File: src/rtl/rtc_cal_pkg.sv
package rtc_cal_pkg;

  // Strobes from the control half to the divider datapath, valid for one clk
  typedef struct packed {
    logic adv;       // count this oscillator tick in the seconds divider
    logic jump;      // positive correction: advance the divider by extra counts
    logic rawAdv;    // count this tick in the raw, uncorrected divider
    logic testGate;  // route the raw test bit to the data line
  } calStrobe_t;

endpackage

File: src/rtl/rtc_cal_dpath.sv
module rtc_cal_dpath
  import rtc_cal_pkg::*;
#(
  parameter int DIV_W     = 15,
  parameter int POS_EXTRA = 256,
  parameter int TEST_BIT  = 5
) (
  input  logic       clk,
  input  logic       rstN,
  input  calStrobe_t strb,
  output logic       secAtZero,
  output logic       secAtMax,
  output logic       secTick,
  output logic       freqOut
);

  localparam logic [DIV_W-1:0] JUMP_LOAD = DIV_W'(POS_EXTRA + 1);

  logic [DIV_W-1:0] secCnt;
  logic [DIV_W-1:0] rawDiv;
  logic             secTickQ;

  assign secAtZero = (secCnt == '0);
  assign secAtMax  = &secCnt;

  // Seconds divider that carries the correction
  always_ff @(posedge clk) begin
    if (!rstN) begin
      secCnt   <= '0;
      secTickQ <= 1'b0;
    end else begin
      secTickQ <= strb.adv && secAtMax;
      if (strb.jump)     secCnt <= JUMP_LOAD;
      else if (strb.adv) secCnt <= secCnt + 1'b1;
    end
  end

  // Free-running divider, never touched by the correction
  always_ff @(posedge clk) begin
    if (!rstN)            rawDiv <= '0;
    else if (strb.rawAdv) rawDiv <= rawDiv + 1'b1;
  end

  assign secTick = secTickQ;
  assign freqOut = strb.testGate && rawDiv[TEST_BIT];


  sec_tick_follows_adv_chk: assert property (@(posedge clk) disable iff (!rstN)
    secTick |-> $past(strb.adv));


  raw_hold_chk: assert property (@(posedge clk) disable iff (!rstN)
    !strb.rawAdv |=> $stable(rawDiv));


  sec_hold_chk: assert property (@(posedge clk) disable iff (!rstN)
    (!strb.adv && !strb.jump) |=> $stable(secCnt));

endmodule

File: src/rtl/rtc_cal_ctrl.sv
module rtc_cal_ctrl
  import rtc_cal_pkg::*;
#(
  parameter int SEC_PER_MIN = 60,
  parameter int MIN_PER_CYC = 64,
  parameter int CAL_W       = 5,
  parameter int NEG_SKIP    = 128
) (
  input  logic           clk,
  input  logic           rstN,
  input  logic           oscTick,
  input  logic [CAL_W:0] calByte,
  input  logic           stopOsc,
  input  logic           ftWrEn,
  input  logic           ftWrData,
  input  logic           secRead,
  input  logic           powerFail,
  input  logic           secAtZero,
  input  logic           secAtMax,
  output calStrobe_t     strb,
  output logic           minuteMark,
  output logic           freqDrive
);

  localparam int SEC_W  = (SEC_PER_MIN > 1) ? $clog2(SEC_PER_MIN) : 1;
  localparam int MIN_W  = (MIN_PER_CYC > 1) ? $clog2(MIN_PER_CYC) : 1;
  localparam int SKIP_W = $clog2(NEG_SKIP + 1);
  localparam logic [SEC_W-1:0]  LAST_SEC = SEC_W'(SEC_PER_MIN - 1);
  localparam logic [MIN_W-1:0]  LAST_MIN = MIN_W'(MIN_PER_CYC - 1);
  localparam logic [SKIP_W-1:0] SKIP_LD  = SKIP_W'(NEG_SKIP);

  logic [SEC_W-1:0]  secOfMin;
  logic [MIN_W-1:0]  minOfCyc;
  logic [CAL_W:0]    calLatch;
  logic [SKIP_W-1:0] skipCnt;
  logic              ftEn;
  logic              minMarkQ;

  logic tickOk, skipping, adv, cycStart, inCalMin, trig, secWrap;

  assign tickOk   = oscTick && !stopOsc;
  assign skipping = (skipCnt != '0);
  assign adv      = tickOk && !skipping;
  // First counted tick of a calibration window
  assign cycStart = adv && secAtZero && (secOfMin == '0) && (minOfCyc == '0);
  // minute index below twice the magnitude is corrected
  assign inCalMin = int'(minOfCyc) < 2 * int'(calLatch[CAL_W-1:0]);
  // Correction is applied at the first tick of the last second of the minute
  assign trig     = adv && secAtZero && (secOfMin == LAST_SEC) && inCalMin;
  assign secWrap  = adv && secAtMax;

  always_comb begin
    strb          = '0;
    strb.adv      = adv;
    strb.jump     = trig && calLatch[CAL_W];
    strb.rawAdv   = tickOk;
    strb.testGate = ftEn && !stopOsc && secRead;
  end

  // Calibration sampling and minute / window position
  always_ff @(posedge clk) begin
    if (!rstN) begin
      calLatch <= '0;
      secOfMin <= '0;
      minOfCyc <= '0;
      minMarkQ <= 1'b0;
    end else begin
      if (cycStart) calLatch <= calByte;
      minMarkQ <= secWrap && (secOfMin == LAST_SEC);
      if (secWrap) begin
        if (secOfMin == LAST_SEC) begin
          secOfMin <= '0;
          minOfCyc <= (minOfCyc == LAST_MIN) ? '0 : minOfCyc + 1'b1;
        end else begin
          secOfMin <= secOfMin + 1'b1;
        end
      end
    end
  end

  // Negative correction: swallow NEG_SKIP ticks after the trigger tick
  always_ff @(posedge clk) begin
    if (!rstN)                        skipCnt <= '0;
    else if (trig && !calLatch[CAL_W]) skipCnt <= SKIP_LD;
    else if (tickOk && skipping)      skipCnt <= skipCnt - 1'b1;
  end

  // Frequency-test bit
  always_ff @(posedge clk) begin
    if (!rstN)       ftEn <= 1'b0;
    else if (powerFail) ftEn <= 1'b0;
    else if (ftWrEn) ftEn <= ftWrData;
  end

  assign minuteMark = minMarkQ;
  assign freqDrive  = strb.testGate;


  cal_window_only_chk: assert property (@(posedge clk) disable iff (!rstN)
    (minOfCyc != '0) |=> $stable(calLatch));


  ft_powerfail_chk: assert property (@(posedge clk) disable iff (!rstN)
    powerFail |=> !ftEn);


  jump_not_while_skip_chk: assert property (@(posedge clk) disable iff (!rstN)
    strb.jump |-> !skipping);

endmodule

File: src/rtl/rtc_cal_prescaler.sv
module rtc_cal_prescaler
  import rtc_cal_pkg::*;
#(
  parameter int DIV_W       = 15,
  parameter int SEC_PER_MIN = 60,
  parameter int MIN_PER_CYC = 64,
  parameter int CAL_W       = 5,
  parameter int POS_EXTRA   = 256,
  parameter int NEG_SKIP    = 128,
  parameter int TEST_BIT    = 5
) (
  input  logic           clk,
  input  logic           rstN,
  input  logic           oscTick,
  input  logic [CAL_W:0] calByte,
  input  logic           stopOsc,
  input  logic           ftWrEn,
  input  logic           ftWrData,
  input  logic           secRead,
  input  logic           powerFail,
  output logic           secTick,
  output logic           minuteMark,
  output logic           freqOut,
  output logic           freqDrive
);

  calStrobe_t strb;
  logic       secAtZero;
  logic       secAtMax;

  rtc_cal_ctrl #(
    .SEC_PER_MIN(SEC_PER_MIN),
    .MIN_PER_CYC(MIN_PER_CYC),
    .CAL_W      (CAL_W),
    .NEG_SKIP   (NEG_SKIP)
  ) uCtrl (
    .clk       (clk),
    .rstN      (rstN),
    .oscTick   (oscTick),
    .calByte   (calByte),
    .stopOsc   (stopOsc),
    .ftWrEn    (ftWrEn),
    .ftWrData  (ftWrData),
    .secRead   (secRead),
    .powerFail (powerFail),
    .secAtZero (secAtZero),
    .secAtMax  (secAtMax),
    .strb      (strb),
    .minuteMark(minuteMark),
    .freqDrive (freqDrive)
  );

  rtc_cal_dpath #(
    .DIV_W    (DIV_W),
    .POS_EXTRA(POS_EXTRA),
    .TEST_BIT (TEST_BIT)
  ) uDpath (
    .clk      (clk),
    .rstN     (rstN),
    .strb     (strb),
    .secAtZero(secAtZero),
    .secAtMax (secAtMax),
    .secTick  (secTick),
    .freqOut  (freqOut)
  );


  minute_with_second_chk: assert property (@(posedge clk) disable iff (!rstN)
    minuteMark |-> secTick);


  stop_no_tick_chk: assert property (@(posedge clk) disable iff (!rstN)
    stopOsc |=> !secTick);


  drive_gated_chk: assert property (@(posedge clk) disable iff (!rstN)
    freqDrive |-> (secRead && !stopOsc));

endmodule

File: config.mk
export PLATFORM = sky130hd
export DESIGN_NAME = rtc_cal_prescaler
export DESIGN_NICKNAME = d
export VERILOG_FILES = /design/src/rtl/rtc_cal_pkg.sv /design/src/rtl/rtc_cal_dpath.sv /design/src/rtl/rtc_cal_ctrl.sv /design/src/rtl/rtc_cal_prescaler.sv
export SDC_FILE = /design/constraint.sdc
export NUM_CORES = 1
export LEC_CHECK = 0
export ABC_AREA = 0
export CAP_MARGIN = 20
export CORE_UTILIZATION = 30
export CTS_CLUSTER_SIZE = 8
export DETAILED_ROUTE_END_ITERATION = 16
export DONT_BUFFER_PORTS = 1
export SYNTH_ARGS = -nofsm -noshare
export SYNTH_HDL_FRONTEND = slang
export SYNTH_SLANG_ARGS = --single-unit
File: constraint.sdc
create_clock -name clk -period 1.96 [get_ports clk]
set_input_delay 0.392 -clock clk [delete_from_list [all_inputs] [get_ports clk]]
set_output_delay 0.392 -clock clk [all_outputs]
set_load 0.05 [all_outputs]
# Word level (Yosys, flattened, before mapping)
# Cells that the tools add are included.
[word_totals]
ff_bits = 59
latch_bits = 0
ramBits = 0
rom_bits = 0
in_bits = 14
output_inout_bits = 4
wordCells = 55
mem_count = 0
[classes]
addsub = 5
n_mul = 0
n_div = 0
order_cmp = 1
eq_ne = 2
n_shift = 0
muxes = 6
n_bitwise = 1
n_reduce_logical = 29
[ops]
columns = ["operator", "n"]
rows = [
  ["15-bit by 1-bit adder with 15-bit output (second input constant)", 2],
  ["9-bit 2-to-1 mux", 2],
  ["8-bit 2-to-1 mux", 2],
  ["1-bit logical AND", 15],
  ["15-bit logical NOT", 1],
  ["15-bit AND reduction", 1],
  ["6-bit by 1-bit adder with 6-bit output (second input constant)", 2],
  ["6-bit == test (second input constant)", 2],
  ["6-bit logical NOT", 2],
  ["6-bit 2-to-1 mux", 2],
  ["8-bit nonzero test", 1],
  ["8-bit by 1-bit subtractor with 8-bit output (second input constant)", 1],
  ["6-bit less-than comparator", 1],
  ["2-bit OR reduction", 3],
  ["2-bit nonzero test", 2],
  ["1-bit logical NOT", 3],
  ["2-bit AND reduction", 1],
  ["1-bit inverter", 1],
]

# Depth between registers and ports, before layout
[depth]
ltp_word = 8
mapped_depth = 9
ltp_nobuf = 7

# Cells and area by module
# Synthesis repeated with hierarchy kept, for this count alone.
[hier_totals]
hier_cells = 315
area_unflattened_um2 = 2682.6
[modules_own_cells]
columns = ["mod", "instances", "cells_each", "area_each_um2", "seq_area_each_um2"]
rows = [
  ["rtc_cal_ctrl", 1, 194, 1624.1, 560.5],
  ["rtc_cal_dpath", 1, 121, 1058.5, 440.4],
]

# Worst setup path before layout
# OpenSTA, ideal clock, no wires.
[synth_path]
kind = "reg2reg"
start = "register uCtrl.skipCnt[0]"
end = "register uCtrl.secOfMin[4]"
setup_ps = 131
arrival_time_ps = 2006
slack_ps = -177
stages_incl_launch_ff = 10
path_cell_list = "dfxtp_1 -> inv_1 -> ha_1 -> nor3b_1 -> and4_1 -> clkbuf_1 -> nand4_1 -> clkbuf_1 -> o311ai_1 -> o31ai_1"
[synth_between]
elab_chain_len = 4
[synth_lines]
columns = ["element", "line_no", "rtl"]
rows = [
  ["start, declared", "rtc_cal_ctrl.sv:35", "logic [SKIP_W-1:0] skipCnt;"],
  ["start signal, assigned", "rtc_cal_ctrl.sv:85", "else if (tickOk && skipping) skipCnt <= skipCnt - 1'b1;"],
  ["8-bit nonzero test", "rtc_cal_ctrl.sv:42", "assign skipping = (skipCnt != '0);"],
  ["1-bit logical NOT", "rtc_cal_ctrl.sv:43", "assign adv = tickOk && !skipping;"],
  ["1-bit logical AND", "rtc_cal_ctrl.sv:43", ""],
  ["1-bit logical AND", "rtc_cal_ctrl.sv:50", "assign secWrap = adv && secAtMax;"],
  ["end signal, assigned", "rtc_cal_ctrl.sv:75", "secOfMin <= secOfMin + 1'b1;"],
  ["end, declared", "rtc_cal_ctrl.sv:32", "logic [SEC_W-1:0] secOfMin;"],
]
# Every way passes these cells.
# A chain may end at the register's enable or synchronous reset.

# Worst setup path in the final report
[layout_path]
start = "register uCtrl.skipCnt[4]"
end = "register uCtrl.minOfCyc[2]"
[layout_between]
elab_chain_len = 5
[layout_lines]
columns = ["element", "line_no", "rtl"]
rows = [
  ["8-bit nonzero test", "rtc_cal_ctrl.sv:42", ""],
  ["1-bit logical NOT", "rtc_cal_ctrl.sv:43", ""],
  ["1-bit logical AND", "rtc_cal_ctrl.sv:43", ""],
  ["1-bit logical AND", "rtc_cal_ctrl.sv:50", ""],
  ["2-bit AND reduction (no source line)", "--", ""],
  ["end signal, assigned", "rtc_cal_ctrl.sv:73", "minOfCyc <= (minOfCyc == LAST_MIN) ? '0 : minOfCyc + 1'b1;"],
  ["end, declared", "rtc_cal_ctrl.sv:33", "logic [MIN_W-1:0] minOfCyc;"],
]
# Every way passes these cells.

==> flow_summary.json <==
{
  "status": "finished, violations left",
  "violations": "setup timing",
  "numCtsBuffers": 5,
  "synth_top_area_cell": "dfxtp_1",
  "synth_seq_area_share_pct": 38.93,
  "clkLatencyLatePin_ps": 300,
  "crit_family": "simple AND/OR/NAND/NOR gates",
  "min_period_ps": 1962,
  "critPathLaunch": "uCtrl.skipCnt[4]",
  "p_total_mw": 2.875,
  "grtUsageTotal_pct": 13.36,
  "avgViaCountPerCell": 5.016,
  "wl_um": 5851,
  "die-area_sq_um": 8945,
  "final_cell_mix": "dfxtp_1, nor2_1, buf_4",
  "final_max_slew_viol_count": 0,
  "worst_pin_slew_ps": 470.2,
  "ys_ff_latch": 50,
  "drc": 0,
  "io_buffers": 0,
  "netlist_area_sq_um": 2571,
  "worstHoldPathCells": 1,
  "cts_root_buf": "clkbuf_8",
  "endpoint_kind": "flip-flop",
  "start_util_pct": 31.14,
  "max_stage_delay_ps": 570,
  "gp_congestion": 0.8023,
  "gr-total-overflow": 0,
  "setup_ws_ps": -1.719,
  "crit_buf_inv": 0,
  "crit_chain": "or4_4 > nor4_4 > nand4_4 > or3_1 > a21oi_1",
  "syn-num-nets": 325,
  "fillers": 832,
  "first_pass_iters": 4,
  "synthArstFlopShare_pct": 0,
  "grt_setup_unrepaired": "true",
  "finalNonFillerCells": 435,
  "r2r-start": "uCtrl.skipCnt[4]",
  "drtIter0Drc": 68,
  "num_rows": 33,
  "critPathSlowestCell": "or4_4",
  "first_global_vias": 2026,
  "htreeDepth": 2,
  "ys_types": 48,
  "cts_tree": "done",
  "worstSetupPathType": "reg2reg",
  "maxCapViolations": 0,
  "syn_area_per_cell_sq_um": 8.628,
  "dp.cells": 421,
  "crit_fanout": 8,
  "ys_warn_count": 0,
  "synthCells": 298,
  "drt.antenna.violating_nets": 0,
  "path_clk_slew_ps": 100,
  "min-delay-start": "powerFail",
  "clock.fmax_mhz": 509.8,
  "p_leak_nw": 1.180,
  "crit_arrival_ps": 2210,
  "final_common_cell": "dfxtp_1",
  "worstRegToRegCells": 5,
  "detail_route.wl_per_cell_um": 13.45,
  "io-pin-count": 18,
  "final_nets": 356,
  "grt_pass1_wl_um": 9287,
  "chipWidth_um": 94.58,
  "synth_top_area_share_pct": 38.93,
  "synth-edff-count": 0,
  "p_per_area_nw_per_um2": 903.3,
  "slew_headroom_pct": 68.61,
  "hold_viol_final": 0,
  "finalSetupViolCount": 1,
  "worstPathRequired_ps": 2200,
  "synthTopCellsByArea": "dfxtp_1, nor2_1, ha_1, xor2_1, xnor2_1",
  "drive_gt1_share_pct": 22.12,
  "place_hpwl_um": 4063,
  "via_count": 2182,
  "crit_cells": 5,
  "clock-sinks": 50,
  "hold_class": "in2reg",
  "cp-start-kind": "flip-flop",
  "die_h_um": 94.58,
  "areaGrowthSynthToFinish_pct": 23.80,
  "ys.flop_type": "dfxtp_1",
  "postCtsHoldBufs": 0,
  "n_antenna_cell": 0,
  "irDropWorstVdd_v": 0.0004534,
  "antenna_found_initial": 0,
  "clock_skew_ps": 10.24,
  "core_sq_um": 8258,
  "grt_start_max_net_pins": 29,
  "period_share_pct": 100.1,
  "clk_path_buf_depth": 2
}
-- kinds of logic after synthesis --
kind of cell,after synthesis,synth area share [%]
XOR/XNOR,24,8.175
AND/OR/NAND/NOR,139,29.68
buffers and inverters,28,4.865
multiplexers,8,3.114
flip-flops,50,38.93
adder cells (fa/ha/maj),13,6.326
AO/OA/AOI/OAI,36,8.905
-- where the power goes --
| group | total (mW) | switching [mW] | internal [mW] |
|---|---|---|---|
| logic | 0.972 | 0.471 | 0.500 |
| clock network | 0.719 | 0.343 | 0.376 |
| registers | 1.18 | 0.0762 | 1.11 |
| total | 2.88 | 0.891 | 1.98 |
-- sequential cells by signal, indices dropped and copies added (netlist names) --
signal            cells
uDpath.rawDiv         6
uCtrl.secOfMin        6
uDpath.secTick        1
uCtrl.skipCnt         8
uCtrl.calLatch        6
uCtrl.minOfCyc        6
uCtrl.minuteMark      1
uCtrl.ftEn            1
uDpath.secCnt        15
-- metrics by stage --
stage	worst slack (ps)	hold slack (ps)	setup TNS (ps)	cell area, sq um	util [%]
2_1_floorplan	0.4138	450.9	0	2577	-
3_3_place_gp	30.82	465.3	0	2873	34.79
3_5_place_dp	-5.833	474.6	-10.25	2873	34.79
4_1_cts	11.26	146.4	0	3004	36.38
5_1_grt	-92.72	135.8	-555.9	3183	38.55
6_report	-1.719	156.9	-1.719	3183	38.55
-- layer usage --
layer	up-vias	track usage [%]	part of all wire [%]
met5	-	0	0
met3	5	3.060	2.8
met2	25	23.13	50
li1	1100	-	-
met4	0	5.051	1.1
met1	1052	16.01	46
-- layout make-up --
class	count	area, sq um	share of cell area [%]
sequential	50	1006	31.60
tap	105	131.4	4.127
timing repair buffer	34	275.3	8.648
inverter	18	67.56	2.123
multi-input combinational	220	1594	50.08
clock inverter	3	40.04	1.258
clock buffer	5	68.82	2.162
-- final timing paths --
| path | to | slack [ps] |
|---|---|---|
| worst max-delay path | uCtrl.minOfCyc[2] | -2 |
| worst min-delay path | uCtrl.ftEn | 160 |
| worst max register to register | uCtrl.minOfCyc[2] | -2 |
| worst min register to register | uDpath.secCnt[1] | 480 |
-- worst reg2reg max path, delay by kind of cell, from the launching register on --
family | cells | cell delay (ps)
AND/OR/NAND/NOR | 4 | 1450
flip-flops | 1 | 330
AO/OA/AOI/OAI | 1 | 140
-- synthesized netlist by cell type (2+ instances only) --
| library cell | n |
|---|---|
| inv_1 | 18 |
| o2111ai_1 | 2 |
| and2_1 | 3 |
| o221a_1 | 2 |
| nand3b_1 | 3 |
| xor2_1 | 13 |
| mux2i_1 | 8 |
| nor4_2 | 2 |
| nor4_4 | 2 |
| nand2b_1 | 2 |
| dfxtp_1 | 50 |
| nand4_1 | 9 |
| nor2_1 | 45 |
| a21oi_1 | 15 |
| clkbuf_1 | 6 |
| nor3_1 | 6 |
| nor3b_1 | 2 |
| ha_1 | 13 |
| nand2_1 | 21 |
| o31ai_1 | 3 |
| o21a_1 | 2 |
| nand3_1 | 15 |
| xnor2_1 | 11 |
| and3_1 | 3 |
| o21ai_1 | 2 |
| nor4_1 | 6 |
| nor4b_1 | 2 |
| and4_1 | 3 |
| o21ai_0 | 5 |
| or3_1 | 6 |
-- repair_timing --
| item | CTS | global route |
|---|---|---|
| setup buffers | 1 | 5 |
| pin swaps | 1 | 15 |
| endpoints found under the setup margin | 8 | 21 |
| resized for setup | 2 | 29 |
Power figures use the tool's default switching activity.
